**src/rtl/xbus_pkg.sv**
```systemverilog
package xbus_pkg;
   typedef enum logic [2:0] {
      CY_IDLE = 3'd0,
      CY_ADDR = 3'd1,
      CY_CMD  = 3'd2,
      CY_WAIT = 3'd3,
      CY_HOLD = 3'd4,
      CY_END  = 3'd5
   } cyc_state_e;
endpackage

```
**src/rtl/xbus_seq.sv**
```systemverilog
module xbus_seq
   import xbus_pkg::*;
#(
   parameter int MAX_WAIT = 6
) (
   input  logic       clk,
   input  logic       rst_n,
   input  logic       start_i,
   input  logic       rdy_i,
   output cyc_state_e state_o,
   output logic       timeout_o
);
   localparam int WCW = $clog2(MAX_WAIT + 1);
   localparam logic [WCW-1:0] WLIM = WCW'(MAX_WAIT);
   localparam logic [WCW-1:0] WONE = WCW'(1);

   cyc_state_e     st_q;
   logic [WCW-1:0] wcnt_q;
   logic           tmo_q;

   always_ff @(posedge clk) begin
      if (!rst_n) begin
         st_q   <= CY_IDLE;
         wcnt_q <= '0;
         tmo_q  <= 1'b0;
      end else begin
         case (st_q)
            CY_IDLE: if (start_i) begin
               st_q  <= CY_ADDR;
               tmo_q <= 1'b0;
            end
            CY_ADDR: st_q <= CY_CMD;
            CY_CMD: begin
               if (rdy_i) st_q <= CY_HOLD;
               else begin
                  st_q   <= CY_WAIT;
                  wcnt_q <= WONE;
               end
            end
            CY_WAIT: begin
               if (rdy_i) st_q <= CY_HOLD;
               else if (wcnt_q == WLIM) begin
                  st_q  <= CY_HOLD;
                  tmo_q <= 1'b1;
               end else wcnt_q <= wcnt_q + WONE;
            end
            CY_HOLD: st_q <= CY_END;
            default: st_q <= CY_IDLE;
         endcase
      end
   end

   assign state_o   = st_q;
   assign timeout_o = tmo_q;
endmodule

```
**src/rtl/xbus_strobe_dec.sv**
```systemverilog
module xbus_strobe_dec (
   input  logic active_i,
   input  logic is_mem_i,
   input  logic is_wr_i,
   output logic memr_n_o,
   output logic memw_n_o,
   output logic ior_n_o,
   output logic iow_n_o
);
   always_comb begin
      memr_n_o = ~(active_i &  is_mem_i & ~is_wr_i);
      memw_n_o = ~(active_i &  is_mem_i &  is_wr_i);
      ior_n_o  = ~(active_i & ~is_mem_i & ~is_wr_i);
      iow_n_o  = ~(active_i & ~is_mem_i &  is_wr_i);
   end
endmodule

```
**src/rtl/xbus_cyc_master.sv**
```systemverilog
module xbus_cyc_master
   import xbus_pkg::*;
#(
   parameter int MEM_AW   = 20,
   parameter int IO_AW    = 16,
   parameter int DW       = 8,
   parameter int MAX_WAIT = 6
) (
   input  logic              clk,
   input  logic              rst_n,
   input  logic              req_valid_i,
   input  logic              req_write_i,
   input  logic              req_mem_i,
   input  logic [MEM_AW-1:0] req_addr_i,
   input  logic [DW-1:0]     req_wdata_i,
   output logic              busy_o,
   output logic              done_o,
   output logic [DW-1:0]     rdata_o,
   output logic              timeout_o,
   output logic [MEM_AW-1:0] bus_addr_o,
   output logic              bus_ale_o,
   output logic              bus_memr_n_o,
   output logic              bus_memw_n_o,
   output logic              bus_ior_n_o,
   output logic              bus_iow_n_o,
   output logic [DW-1:0]     bus_wdata_o,
   output logic              bus_data_oe_o,
   input  logic [DW-1:0]     bus_data_i,
   input  logic              bus_rdy_i
);
   localparam int PAD_W = MEM_AW - IO_AW;

   if (IO_AW < 1 || IO_AW > MEM_AW) begin : g_bad_aw
      $error("xbus_cyc_master: IO_AW must lie in 1..MEM_AW");
   end
   if (DW < 1) begin : g_bad_dw
      $error("xbus_cyc_master: DW must be at least 1");
   end
   if (MAX_WAIT < 1) begin : g_bad_wait
      $error("xbus_cyc_master: MAX_WAIT must be at least 1");
   end

   cyc_state_e        state;
   logic              start;
   logic              strobe_on;
   logic              mem_q, wr_q;
   logic [MEM_AW-1:0] addr_q;
   logic [DW-1:0]     wdata_q, rdata_q;
   logic [MEM_AW-1:0] steered_addr;

   assign start = req_valid_i && (state == CY_IDLE);

   if (PAD_W > 0) begin : g_narrow_io
      assign steered_addr = req_mem_i ? req_addr_i
                                      : {{PAD_W{1'b0}}, req_addr_i[IO_AW-1:0]};
   end else begin : g_full_io
      assign steered_addr = req_addr_i;
   end

   always_ff @(posedge clk) begin
      if (!rst_n) begin
         mem_q   <= 1'b0;
         wr_q    <= 1'b0;
         addr_q  <= '0;
         wdata_q <= '0;
         rdata_q <= '0;
      end else begin
         if (start) begin
            mem_q   <= req_mem_i;
            wr_q    <= req_write_i;
            addr_q  <= steered_addr;
            wdata_q <= req_wdata_i;
         end
         if (state == CY_HOLD && !wr_q) rdata_q <= bus_data_i;
      end
   end

   xbus_seq #(.MAX_WAIT(MAX_WAIT)) u_seq (
      .clk      (clk),
      .rst_n    (rst_n),
      .start_i  (start),
      .rdy_i    (bus_rdy_i),
      .state_o  (state),
      .timeout_o(timeout_o)
   );

   assign strobe_on = (state == CY_CMD) || (state == CY_WAIT) || (state == CY_HOLD);

   xbus_strobe_dec u_dec (
      .active_i(strobe_on),
      .is_mem_i(mem_q),
      .is_wr_i (wr_q),
      .memr_n_o(bus_memr_n_o),
      .memw_n_o(bus_memw_n_o),
      .ior_n_o (bus_ior_n_o),
      .iow_n_o (bus_iow_n_o)
   );

   assign busy_o        = (state != CY_IDLE);
   assign done_o        = (state == CY_END);
   assign bus_ale_o     = (state == CY_ADDR);
   assign bus_addr_o    = busy_o ? addr_q : '0;
   assign bus_data_oe_o = strobe_on && wr_q;
   assign bus_wdata_o   = bus_data_oe_o ? wdata_q : '0;
   assign rdata_o       = rdata_q;
endmodule

```
**config.mk**
```make
export PLATFORM = sky130hd
export DESIGN_NAME = xbus_cyc_master
export DESIGN_NICKNAME = d
export VERILOG_FILES = /design/src/rtl/xbus_pkg.sv /design/src/rtl/xbus_seq.sv /design/src/rtl/xbus_strobe_dec.sv /design/src/rtl/xbus_cyc_master.sv
export SDC_FILE = /design/constraint.sdc
export NUM_CORES = 1
export LEC_CHECK = 0
export CAP_MARGIN = 20
export CELL_PAD_IN_SITES_DETAIL_PLACEMENT = 0
export CELL_PAD_IN_SITES_GLOBAL_PLACEMENT = 1
export CORE_MARGIN = 8
export CORE_UTILIZATION = 41
export CTS_BUF_LIST = sky130_fd_sc_hd__clkbuf_4 sky130_fd_sc_hd__clkbuf_8
export CTS_CLUSTER_SIZE = 8
export DETAILED_ROUTE_END_ITERATION = 7
export DONT_BUFFER_PORTS = 1
export PLACE_DENSITY = 0.73
export SKIP_LAST_GASP = 1
export SYNTH_ARGS = -nofsm -noshare
export SYNTH_HDL_FRONTEND = slang
export SYNTH_SLANG_ARGS = --single-unit
```
**constraint.sdc**
```tcl
create_clock -name clk -period 1.5 [get_ports clk]
set_input_delay 0.3 -clock clk [delete_from_list [all_inputs] [get_ports clk]]
set_output_delay 0.3 -clock clk [all_outputs]
set_load 0.02 [all_outputs]
```
=== After elaboration in Yosys (flattened, before gate mapping) ===
Cells that the tools add are included.

* Flip-flop bits (word level): 45
* Latch bits: 0
* RAM bits: 0
* ROM bits: 0
* Output and inout bits: 45
* Logic and storage cells: 62
* Memories kept: 0

* $add $sub $neg: 1
* $mul: 0
* Divide/modulo/power cells: 0
* $lt $le $gt $ge: 0
* Equality and inequality tests: 12
* Shifts and indexed selects: 0
* Mux-type cells: 16
* Bitwise logic cells: 12
* Reductions and logical operators: 13

{| class="wikitable"
|+ Operators with widths
! operator !! count
|-
| $mux W20 || 2
|-
| $mux W3 || 7
|-
| $pmux W3 S5 || 1
|-
| $eq A3 B3 Y1 const B || 3
|-
| $mux W8 || 1
|-
| $ne A2 B2 Y1 const B || 4
|-
| $reduce_and A4 Y1 || 2
|-
| $and A1 B1 Y1 || 6
|-
| $eq A3 B2 Y1 const B || 2
|-
| $not A1 Y1 || 6
|-
| $pmux W3 S2 || 1
|-
| $reduce_bool A2 Y1 || 2
|-
| $add A3 B1 Y3 const B || 1
|-
| $eq A3 B1 Y1 const B || 1
|-
| $logic_and A1 B1 Y1 || 3
|-
| $logic_not A3 Y1 || 1
|-
| $mux W1 || 3
|-
| $ne A3 B2 Y1 const B || 1
|-
| $reduce_bool A3 Y1 || 1
|-
| $logic_or A1 B1 Y1 || 2
|-
| $ne A2 B1 Y1 const B || 1
|-
| $pmux W1 S2 || 1
|-
| $reduce_and A2 Y1 || 1
|-
| $logic_not A1 Y1 || 1
|}

=== Depth between registers and ports, before layout ===
* Depth in word-level cells: 6
* Mapped depth: 5
* Mapped depth without buffers: 5

=== Cells and area by module ===
Synthesis repeated with hierarchy kept, for this count alone.

* Cells, all modules: 257
* Area total of the unflattened synthesis: 2270.9 µm²

{| class="wikitable"
|+ By module, submodules not included
! module !! instances !! cells an instance !! area an instance (µm²)
|-
| xbus_cyc_master || 1 || 215 || 1883.1
|-
| xbus_seq || 1 || 38 || 359.1
|-
| xbus_strobe_dec || 1 || 4 || 28.8
|}

=== Least setup slack after synthesis ===
No wires, ideal clock.

* Kind: flip-flop to output port
* Start: register u_seq.st_q[1], in the netlist u_seq.state_o[1]
* End: output bus_addr_o[10]
* Arrival time: 1353 ps
* Path slack: -153 ps
* Cell stages (with the launch flop): 5
* Path buffers: 2
* Path through: dfxtp_1 > buf_6 > or3_1 > clkbuf_1 > and2_1

* Longest elaborated chain between the ends: 2

{| class="wikitable"
|+ RTL lines
! element !! RTL line !! source
|-
| start, declared || xbus_seq.sv:17 || <nowiki>cyc_state_e st_q;</nowiki>
|-
| start signal, assigned || xbus_seq.sv:23 || <nowiki>st_q <= CY_IDLE;</nowiki>
|-
| start signal, assigned || xbus_seq.sv:29 || <nowiki>st_q <= CY_ADDR;</nowiki>
|-
| start signal, assigned || xbus_seq.sv:32 || <nowiki>CY_ADDR: st_q <= CY_CMD;</nowiki>
|-
| $reduce_bool A3 Y1 || xbus_cyc_master.sv:99 || <nowiki>assign busy_o = (state != CY_IDLE);</nowiki>
|-
| named net busy_o || xbus_cyc_master.sv:16 || <nowiki>output logic busy_o,</nowiki>
|-
| $mux W20 || xbus_cyc_master.sv:102 || <nowiki>assign bus_addr_o = busy_o ? addr_q : '0;</nowiki>
|-
| end, declared || xbus_cyc_master.sv:20 || <nowiki>output logic [MEM_AW-1:0] bus_addr_o,</nowiki>
|}

The timed path passes the listed nets, and every way through them passes these cells.

=== Worst setup path after layout ===
* Start: register u_seq.st_q[0], in the netlist u_seq.state_o[0]
* End: output bus_addr_o[2]

* Longest elaborated chain between the ends: 2

{| class="wikitable"
|+ RTL lines
! element !! RTL line
|-
| $reduce_bool A3 Y1 || xbus_cyc_master.sv:99
|-
| $mux W20 || xbus_cyc_master.sv:102
|}

No other way between the ends.

==> impl_metrics.env <==
export IMPL_outcome="finished with violations"
export IMPL_violations="setup timing"
export IMPL_end_kind="output pin"
export IMPL_antenna_found_initial=0
export IMPL_cts_hold_buffers_added=0
export IMPL_rsz0062_at_grt="yes"
export IMPL_leakage_nw=0.9320
export IMPL_drtAntennaViolNets=0
export IMPL_met3_length_um=541
export IMPL_path_class="reg2out"
export IMPL_port_buffers=0
export IMPL_fin_crit_sh_pct=118.4
export IMPL_clock_sinks=45
export IMPL_drv_slew=0
export IMPL_area_growth_pct=22.19
export IMPL_diodes=0
export IMPL_start_kind="flop"
export IMPL_fin_tns_setup_ps=-7010
export IMPL_htreeDepth=2
export IMPL_min_path_type="in2reg"
export IMPL_initial_core_util_pct=42.88
export IMPL_die_y_um=86.75
export IMPL_drt_met1_wl_mm=2.228
export IMPL_yosysTopAreaCell="dfxtp_1"
export IMPL_wl_met2_mm=2.327
export IMPL_fin_cells=330
export IMPL_reg2reg_to="u_seq.state_o[1]$_SDFFE_PN0P_"
export IMPL_r2r_slack_ps=0
export IMPL_grt_overflow_total=0
export IMPL_drt_iter0_drc=43
export IMPL_top_layer="met4"
export IMPL_ys_seq_elements=45
export IMPL_grt_pass1_vias=1625
export IMPL_final_cell_mix="51 x nand2_1, 42 x dfxtp_1, 28 x o21ai_0, 27 x nand3_1, 22 x and2_4"
export IMPL_place_gp_congestion=0.7566
export IMPL_drc_errors=0
export IMPL_synth_warnings=0
export IMPL_tritoncts="yes"
export IMPL_routed_via_density=5.145
export IMPL_clk_path_buf_depth=2
export IMPL_fmax_mhz=563.0
export IMPL_cp_arrival_ps=1480
export IMPL_p_per_area_mw_per_mm2=1049
export IMPL_setup_violations=34
export IMPL_relSlewSlack_pct=72.51
export IMPL_hold_violations=0
export IMPL_synth_area_leaders="dfxtp_1 44%, nand2_1 9.3%, and2_1 8.5%, o21ai_0 6.8%, nand3_1 6.6%"
export IMPL_io_pins=87
export IMPL_whs_path_depth=1
export IMPL_syn_inst=251
export IMPL_wl_per_cell_um=15.52
export IMPL_cts_buffers=5
export IMPL_layout_commonest_cell="nand2_1"
export IMPL_fin_skew_ps=3.870
export IMPL_drv_cap=0
export IMPL_yosysUniqueCellTypes=37
export IMPL_dieWidth_um=86.75
export IMPL_routed_wl_mm=5.122
export IMPL_layout_setup_ws_ps=-276.2
export IMPL_ir_worst_vdd_mv=0.3769
export IMPL_clk_latency_ps=290
export IMPL_min_period_ps=1776
export IMPL_crit_fanout=6
export IMPL_r2r_cells=5
export IMPL_grt_first_pass_wirelength_mm=7.990
export IMPL_dp_hpwl_mm=3.505
export IMPL_syn_cell_area_mm2=0.002052
export IMPL_syn_area_per_cell_um2=8.175
export IMPL_syn_nets=295
export IMPL_std_cell_rows=25
export IMPL_nFillCells=484
export IMPL_cp_required_ps=1200
export IMPL_core_area_mm2=0.004786
export IMPL_cts_root_buf="clkbuf_8"
export IMPL_min_from="rst_n"
export IMPL_worst_r2r_startpoint="u_seq.state_o[0]$_SDFFE_PN0P_"
export IMPL_num_vias=1698
export IMPL_dp_cells=313
export IMPL_grt_max_degree=78
export IMPL_yosysSeqAreaShare_pct=43.90
export IMPL_layout_drive_gt1_share_pct=27.38
export IMPL_clkTransAtPathRegs_ps=80
export IMPL_drtPass1Iterations=4
export IMPL_critPathLaunch="u_seq.state_o[0]$_SDFFE_PN0P_"
export IMPL_tightest_slew_ps=411.4
export IMPL_synth_top_area_share_pct=43.90
export IMPL_dieArea_mm2=0.007525
export IMPL_final_nets=306
export IMPL_grt_use_total_pct=13.40
export IMPL_min_to="u_seq.state_o[0]$_SDFFE_PN0P_"
power breakdown:
group / switching [W] / internal (W)
Clock: 0.000398 / 0.000561
Combinational: 0.000192 / 0.000175
Sequential: 0.0000449 / 0.00126
Total: 0.000635 / 0.00200
state kept, by name (all words and copies together) (netlist names):
| name | count |
|---|---|
| u_seq.state_o | 3 |
| mem_q | 1 |
| rdata_o | 8 |
| u_seq.wcnt_q | 3 |
| wdata_q | 8 |
| wr_q | 1 |
| addr_q | 20 |
| u_seq.timeout_o | 1 |
cell usage after synthesis, drive strengths merged:
cell    count
nor2b       2
nor3        1
a31o        1
buf         8
and4        1
or3b        2
and3b       1
mux2i       1
nor2        3
nand4b      1
a21boi      8
a21oi       3
nand2b      1
nor3b       4
or4b        1
or3         2
o21a        2
inv         1
and2       28
ha          2
clkbuf     13
o221a       1
nand2      51
nand3      27
nand3b      1
dfxtp      45
o21ai      31
nor4b       2
and3        1
nand4       6
how the worst max path moves through the flow:
stage,end,cells past startpoint
floorplan,bus_addr_o[11],4
global placement,rdata_o[1]$_SDFFE_PN0P_,4
detailed placement,rdata_o[6]$_SDFFE_PN0P_,4
CTS,bus_wdata_o[5],4
global route,bus_iow_n_o,6
finish,bus_addr_o[2],4
logic make-up (layout without fill, tap and decap cells):
| kind of cell | count (synthesis) | count (layout) | share of synthesized area (%) |
|---|---|---|---|
| adders and majority gates | 2 | 2 | 1.219 |
| DFF | 45 | 45 | 43.90 |
| AOI/OAI and AO/OA | 46 | 46 | 12.93 |
| and+or+nand+nor | 135 | 136 | 36.53 |
| buffers and inverters | 22 | 33 | 4.939 |
| muxes | 1 | 1 | 0.4878 |
per-layer routing:
layer / track usage, % / vias up
met4: 3.756 / 0
met5: 0 / -
li1: - / 872
met2: 21.25 / 58
met1: 15.29 / 766
met3: 6.994 / 2
worst max-delay path, stage by stage, from the launching register on:
cell,delay (ps)
dfxtp_4,370
buf_4,130
or3_4,370
buf_6,140
and2_4,180
through the flow:
step	total power [W]	instance area (µm²)	hold WS [ps]	util, %	setup slack (ps)
2_1_floorplan	0.001592	2141	423.8	-	-36.01
3_3_place_gp	0.001633	2236	428.5	46.72	47.03
3_5_place_dp	0.001639	2236	431.3	46.72	16.64
4_1_cts	0.002664	2467	113.6	51.56	-245.1
5_1_grt	0.002750	2507	104.4	52.39	-329.5
6_report	0.002631	2507	120.2	52.39	-276.2
repair_timing:
item	in CTS	in global routing
endpoints found under the setup margin	36	46
gates resized for setup	23	8
pin swaps	15	8
cloned	1	0
buffers inserted	6	2
layout make-up:
type                            count  area (µm²)  share of cell area (%)
Clock inverter                      1       30.03                   1.198
Inverter                            1       3.754                  0.1497
Timing Repair Buffer               24       234.0                   9.331
Sequential cell                    45       912.1                   36.38
Multi-Input combinational cell    185        1154                   46.01
Clock buffer                        7       90.09                   3.593
Tap cell                           67       83.83                   3.343
(Power assumes the default switching activity.)
